File: src/rtl/sadc_pkg.sv
package sadc_pkg;

    parameter int RES_W = 8;
    parameter int CFG_W = 3;

    localparam int MAX_SLOTS = 1 + CFG_W + 2 * RES_W;
    localparam int SLOT_W    = $clog2(MAX_SLOTS + 1);
    localparam int BIDX_W    = $clog2(RES_W);

    typedef logic [SLOT_W-1:0] slot_t;

    typedef enum logic {
        PH_LOW  = 1'b0,
        PH_HIGH = 1'b1
    } half_e;

    typedef struct packed {
        logic             use_cfg;
        logic [CFG_W-1:0] cfg;
    } xfer_t;

    // number of bit periods before the null bit
    function automatic slot_t lead_slots(input logic use_cfg);
        return use_cfg ? slot_t'(1 + CFG_W) : slot_t'(1);
    endfunction

    // index of the final bit period of a frame
    function automatic slot_t last_slot(input logic use_cfg);
        return lead_slots(use_cfg) + slot_t'(2 * RES_W - 1);
    endfunction

    // value driven in a lead period: start bit, then setup word MSB first
    function automatic logic lead_bit(input slot_t s, input logic [CFG_W-1:0] cfg);
        logic b;
        b = 1'b0;
        if (s == '0) begin
            b = 1'b1;
        end else begin
            for (int k = 1; k <= CFG_W; k++) begin
                if (s == slot_t'(k)) b = cfg[CFG_W-k];
            end
        end
        return b;
    endfunction

endpackage

File: src/rtl/sadc_halfgen.sv
module sadc_halfgen #(
    parameter int HALF_DIV = 4
) (
    input  logic clk,
    input  logic rst,
    input  logic run,
    output logic tick
);
    localparam int CW = (HALF_DIV > 2) ? $clog2(HALF_DIV) : 1;

    logic [CW-1:0] cnt;

    always_ff @(posedge clk) begin
        if (rst || !run) begin
            cnt <= '0;
        end else if (cnt == CW'(HALF_DIV - 1)) begin
            cnt <= '0;
        end else begin
            cnt <= cnt + 1'b1;
        end
    end

    assign tick = run && (cnt == CW'(HALF_DIV - 1));

    // a half period always spans counted cycles of an active frame
    p_tick_after_run_r2: assert property (@(posedge clk) disable iff (rst)
        tick |-> $past(run));

endmodule

File: src/rtl/sadc_rxpath.sv
module sadc_rxpath
    import sadc_pkg::*;
(
    input  logic             clk,
    input  logic             rst,
    input  logic             clear,
    input  logic             smp_en,
    input  slot_t            slot,
    input  slot_t            lead,
    input  logic             din,
    output logic [RES_W-1:0] word,
    output logic             bad
);
    logic [RES_W-1:0] shreg;
    logic             bad_q;
    slot_t            rel;
    logic [BIDX_W-1:0] ridx;
    logic             in_frame, is_main, is_echo;

    always_comb begin
        in_frame = (slot >= lead);
        rel      = slot - lead;
        is_main  = in_frame && (rel >= slot_t'(1)) && (rel <= slot_t'(RES_W));
        is_echo  = in_frame && (rel > slot_t'(RES_W)) && (rel <= slot_t'(2 * RES_W - 1));
        ridx     = BIDX_W'(rel - slot_t'(RES_W));
    end

    always_ff @(posedge clk) begin
        if (rst || clear) begin
            shreg <= '0;
            bad_q <= 1'b0;
        end else if (smp_en) begin
            if (is_main) begin
                shreg <= {shreg[RES_W-2:0], din};
            end else if (is_echo && (din != shreg[ridx])) begin
                bad_q <= 1'b1;
            end
        end
    end

    assign word = shreg;
    assign bad  = bad_q;

    p_hold_between_samples_r7: assert property (@(posedge clk) disable iff (rst)
        (!smp_en && !clear) |=> $stable(shreg));

    p_null_dropped_r6: assert property (@(posedge clk) disable iff (rst)
        (smp_en && !clear && slot == lead) |=> ($stable(shreg) && $stable(bad_q)));

    p_flag_sticky_r8: assert property (@(posedge clk) disable iff (rst)
        (bad_q && !clear) |=> bad_q);

endmodule

File: src/rtl/sadc_host.sv
module sadc_host
    import sadc_pkg::*;
#(
    parameter int HALF_DIV = 4
) (
    input  logic             clk,
    input  logic             rst,
    input  logic             start_i,
    input  logic             nocfg_i,
    input  logic [CFG_W-1:0] cfg_i,
    output logic             cs_n_o,
    output logic             sclk_o,
    output logic             sd_o,
    output logic             sd_oe_o,
    input  logic             sd_i,
    output logic [RES_W-1:0] sample_o,
    output logic             done_o,
    output logic             mismatch_o
);
    logic             busy_q;
    xfer_t            req_q;
    slot_t            slot_q;
    half_e            ph_q;
    logic             cs_n_q, sclk_q, oe_q, sdo_q, done_q, rise_d;
    logic [RES_W-1:0] sample_q;
    logic             mis_q;

    logic             tick, accept, smp_en;
    logic [RES_W-1:0] rx_word;
    logic             rx_bad;
    slot_t            lead;

    assign accept = !busy_q && start_i;
    assign smp_en = busy_q && tick && (ph_q == PH_LOW);
    assign lead   = lead_slots(req_q.use_cfg);

    sadc_halfgen #(.HALF_DIV(HALF_DIV)) u_halfgen (
        .clk  (clk),
        .rst  (rst),
        .run  (busy_q),
        .tick (tick)
    );

    sadc_rxpath u_rxpath (
        .clk    (clk),
        .rst    (rst),
        .clear  (accept),
        .smp_en (smp_en),
        .slot   (slot_q),
        .lead   (lead),
        .din    (sd_i),
        .word   (rx_word),
        .bad    (rx_bad)
    );

    always_ff @(posedge clk) begin
        if (rst) begin
            busy_q   <= 1'b0;
            req_q    <= '0;
            slot_q   <= '0;
            ph_q     <= PH_LOW;
            cs_n_q   <= 1'b1;
            sclk_q   <= 1'b0;
            oe_q     <= 1'b0;
            sdo_q    <= 1'b0;
            done_q   <= 1'b0;
            rise_d   <= 1'b0;
            sample_q <= '0;
            mis_q    <= 1'b0;
        end else begin
            done_q <= 1'b0;
            rise_d <= 1'b0;
            if (!busy_q) begin
                if (start_i) begin
                    busy_q        <= 1'b1;
                    req_q.use_cfg <= !nocfg_i;
                    req_q.cfg     <= cfg_i;
                    slot_q        <= '0;
                    ph_q          <= PH_LOW;
                    cs_n_q        <= 1'b0;
                    sclk_q        <= 1'b0;
                    oe_q          <= !nocfg_i;
                    sdo_q         <= !nocfg_i;
                end
            end else begin
                if (tick) begin
                    if (ph_q == PH_LOW) begin
                        ph_q   <= PH_HIGH;
                        sclk_q <= 1'b1;
                        rise_d <= 1'b1;
                    end else if (slot_q == last_slot(req_q.use_cfg)) begin
                        busy_q   <= 1'b0;
                        cs_n_q   <= 1'b1;
                        sclk_q   <= 1'b0;
                        oe_q     <= 1'b0;
                        done_q   <= 1'b1;
                        sample_q <= rx_word;
                        mis_q    <= rx_bad;
                    end else begin
                        ph_q   <= PH_LOW;
                        sclk_q <= 1'b0;
                        slot_q <= slot_q + 1'b1;
                        sdo_q  <= lead_bit(slot_q + 1'b1, req_q.cfg);
                    end
                end
                // turn the line around right after the last setup bit is taken
                if (rise_d && (slot_q == lead - 1'b1)) begin
                    oe_q <= 1'b0;
                end
            end
        end
    end

    assign cs_n_o     = cs_n_q;
    assign sclk_o     = sclk_q;
    assign sd_o       = sdo_q;
    assign sd_oe_o    = oe_q;
    assign sample_o   = sample_q;
    assign done_o     = done_q;
    assign mismatch_o = mis_q;

    p_quiet_clock_r2: assert property (@(posedge clk) disable iff (rst)
        cs_n_o |-> !sclk_o);

    p_drive_in_frame_r4: assert property (@(posedge clk) disable iff (rst)
        sd_oe_o |-> !cs_n_o);

    p_release_after_rise_r4: assert property (@(posedge clk) disable iff (rst)
        ($fell(sd_oe_o) && !cs_n_o) |-> (sclk_o && $past(sclk_o)));

    p_no_drive_bare_r5: assert property (@(posedge clk) disable iff (rst)
        (!cs_n_o && !req_q.use_cfg) |-> !sd_oe_o);

    p_start_bit_r3: assert property (@(posedge clk) disable iff (rst)
        (sd_oe_o && slot_q == '0) |-> sd_o);

    p_done_pulse_r9: assert property (@(posedge clk) disable iff (rst)
        done_o |=> !done_o);

    p_done_closes_r9: assert property (@(posedge clk) disable iff (rst)
        done_o |-> $rose(cs_n_o));

    p_result_held_r9: assert property (@(posedge clk) disable iff (rst)
        !done_o |-> ($stable(sample_o) && $stable(mismatch_o)));

    p_busy_ignores_r10: assert property (@(posedge clk) disable iff (rst)
        (!cs_n_o && start_i) |=> $stable(req_q));

endmodule

File: config.mk
export PLATFORM = sky130hd
export DESIGN_NAME = sadc_host
export DESIGN_NICKNAME = d
export VERILOG_FILES = /design/src/rtl/sadc_pkg.sv /design/src/rtl/sadc_halfgen.sv /design/src/rtl/sadc_rxpath.sv /design/src/rtl/sadc_host.sv
export SDC_FILE = /design/constraint.sdc
export NUM_CORES = 1
export LEC_CHECK = 0
export ABC_AREA = 1
export BUFFER_PORTS_ARGS = -buffer_cell sky130_fd_sc_hd__buf_4
export CAP_MARGIN = 20
export CORE_ASPECT_RATIO = 1.2
export CORE_MARGIN = 2
export CORE_UTILIZATION = 57
export CTS_BUF_LIST = sky130_fd_sc_hd__clkbuf_16
export CTS_CLUSTER_SIZE = 10
export DETAILED_ROUTE_END_ITERATION = 16
export PLACE_DENSITY = 0.82
export SETUP_SLACK_MARGIN = 0.5
export SLEW_MARGIN = 20
export SYNTH_ARGS = -nofsm -noshare
export SYNTH_HDL_FRONTEND = slang
export SYNTH_SLANG_ARGS = --single-unit
File: constraint.sdc
create_clock -name clk -period 2.5 [get_ports clk]
set_clock_uncertainty 0.2 [all_clocks]
set_input_delay 0.125 -clock clk [delete_from_list [all_inputs] [get_ports clk]]
set_output_delay 0.125 -clock clk [all_outputs]
set_load 0.02 [all_outputs]
==> results.py <==
metrics = {
    "run_status": {
        "status": "complete, no violations",
    },
    "synth": {
        "syn-num-nets": 290,
        "syn_area_per_cell_sq_um": 7.13,
        "synth-edff-count": 0,
        "synth_top_family_by_area": "simple AND/OR/NAND/NOR gates",
        "netlist_instances": 273,
        "synth_top_area_frac": 0.381,
        "synth_seq_area_share": 0.381,
        "synth_compound_area_frac": 0.0785,
        "synthXorXnorAreaFrac": 0.0180,
        "netlist_area_sq_um": 1950,
        "synthMuxAreaShare": 0,
        "synth_area_leaders": "dfxtp_1, nand2_1, inv_1",
        "yosys_most_used_dff": "dfxtp_1",
        "synth-seq-cells": 37,
        "synth_cell_type_count": 31,
        "yosys.area.top_type": "dfxtp_1",
        "synth-adder-area-share": 0.0579,
        "ys_warn_count": 0,
        "synthArstFlopShare": 0,
        "synth-simple-area-share": 0.366,
    },
    "routing": {
        "viasPerCell": 5.37,
        "ant_nets": 0,
        "drc": 0,
        "dr.pass1.iters": 4,
        "drt_iter0_markers": 83,
        "routedWlPerCell_microns": 13.8,
        "routed_wl_mm": 4.79,
        "vias": 1862,
    },
    "clock_tree": {
        "numCtsBuffers": 5,
        "clock-sinks": 37,
        "insertion_delay_ps": 280,
        "clk_pin_slew_ps": 60,
        "cts_root_buf": "clkbuf_16",
        "cts_tree": "built",
        "cts.path.max_buffers": 2,
        "htree_levels": 2,
    },
    "sta": {
        "tns_ps": 0,
        "fmax_ghz": 0.515,
        "finalHoldViolations": 0,
        "period_needed_ps": 1940,
        "min_period_over_period": 0.777,
        "setup_viol": 0,
        "worst_hold_slack_ps": 243,
        "relSlewSlack": 0.730,
        "slew_viol_final": 0,
        "worst_pin_slew_ps": 403,
        "rsz0062_at_grt": "true",
    },
    "die": {
        "die_w_microns": 57.3,
        "io_pins": 22,
        "initial_utilization": 0.588,
        "rows": 23,
        "die_height_microns": 68,
        "die_area_sq_um": 3900,
        "fp.coreArea_sq_um": 3310,
    },
    "cells_and_area": {
        "final_common_cell": "nand2_1",
        "postLayoutCoreUtil": 0.741,
        "area_delta_synth_final_pct": 26.0,
        "n_antenna_cell": 0,
        "layout-drive-gt1-share": 0.223,
        "mostFrequentLayoutCells": "nand2_1, nor2_1, inv_1",
        "nets": 326,
        "fin_area_sq_um": 2450,
    },
    "job": {
        "maxCapViolCount": 0,
    },
    "setup_path": {
        "worstPathRequired_ps": 2470,
        "crit_arrival_ps": 1920,
        "worst_setup_path_start_kind": "flip-flop",
        "reg2reg_depth": 13,
        "crit_type": "reg -> reg",
        "worstPathMaxFanout": 6,
        "end_kind": "flip-flop",
    },
    "placed_design": {
        "dpl_cell_area_sq_um": 2130,
        "dp_hpwl_mm": 3.13,
        "gp_congestion": 0.841,
        "portBuffers": 21,
    },
    "pwr": {
        "p_per_area_nw_per_um2": 605,
        "p_leak_nw": 1.15,
        "finalPower_mw": 1.48,
        "peakVddDrop_v": 0.000716,
    },
    "global_route": {
        "grt_pass1_vias": 1659,
        "grt_pass1_wl_mm": 7.29,
        "grt_antenna_before_repair": 0,
        "grt_usage": 0.247,
        "gr-total-overflow": 0,
        "grt_max_degree": 14,
    },
    "hold_path": {
        "holdPathStages": 1,
        "hold_path_class": "reg -> reg",
    },
}
## worst max-delay path, stage by stage (launching register included)
cell and delay, ps:
dfxtp_4 360, inv_6 70, ha_4 140, ha_2 170
inv_1 50, nand2_2 70, nand3_1 70, nand2_1 70
nand2_2 100, nor2_8 180, buf_4 140, nand4_1 80
nand2_1 80, nor2_1 50
## where the power goes
part	leakage (nW)	internal [mW]	switching, mW
clock	0.0712	0.365	0.243
combinational	0.773	0.0940	0.158
sequential	0.303	0.606	0.0175
## cell usage after synthesis, types with 2 or more instances
| cell | number |
|---|---|
| nand2_4 | 2 |
| inv_2 | 5 |
| inv_1 | 36 |
| xnor2_1 | 2 |
| nor2_1 | 36 |
| nand4_1 | 15 |
| nand2_2 | 7 |
| buf_2 | 3 |
| o21ai_0 | 12 |
| dfxtp_1 | 37 |
| a21oi_1 | 8 |
| ha_1 | 9 |
| nand3_2 | 2 |
| nand2_1 | 63 |
| xor2_1 | 2 |
| o21ai_1 | 4 |
| nand3_1 | 16 |
## area by class of cell
class	instances	area [sq um]
inverter	42	170
timing repair buffer	34	273
tap	37	46.3
fill	256	857
clock inverter	3	17.5
sequential	37	748
clock buffer	5	125
multi-input combinational	189	1070
## through the flow
step / setup slack, ps / instances
global route: 444 / 347
CTS: 509 / 343
detailed placement: 324 / 327
global placement: 406 / 327
finish: 557 / 347
floorplan: 569 / 273
## metal layers
layer | up-vias | GRT usage | share of wire
met2 | 66 | 0.444 | 0.52
met5 | - | 0 | 0
met3 | 18 | 0.0510 | 0.046
met1 | 833 | 0.267 | 0.40
met4 | 0 | 0.151 | 0.042
li1 | 945 | - | -
## final timing paths
kind,from,to,slack [ps]
hold reg to reg,u_halfgen.cnt[0],u_halfgen.cnt[0],240
setup / recovery,slot_q[0],u_rxpath.word[5],560
hold / removal,u_halfgen.cnt[0],u_halfgen.cnt[0],240
setup reg to reg,slot_q[0],u_rxpath.word[5],560
## flip-flops by register name (all words and copies together) (netlist names), 2 cells and up
| name | flops |
|---|---|
| req_q | 4 |
| sample_o | 8 |
| slot_q | 5 |
| u_halfgen.cnt | 2 |
| u_rxpath.word | 8 |
## repair_timing
action / CTS / global route
endpoints found under the hold margin: 16 / 0
gates cloned: 0 / 0
endpoints found under the setup margin: 28 / 25
setup buffers: 1 / 4
hold buffers: 7 / 0
gates resized for setup: 7 / 14
pin swaps: 3 / 6
## cells by family after synthesis
family                   count (synthesis)
flip-flops                              37
XOR/XNOR                                 4
buffers and inverters                   47
AND/OR/NAND/NOR                        149
adder cells (fa/ha/maj)                  9
AO/OA/AOI/OAI                           27
(Power assumes the default switching activity.)
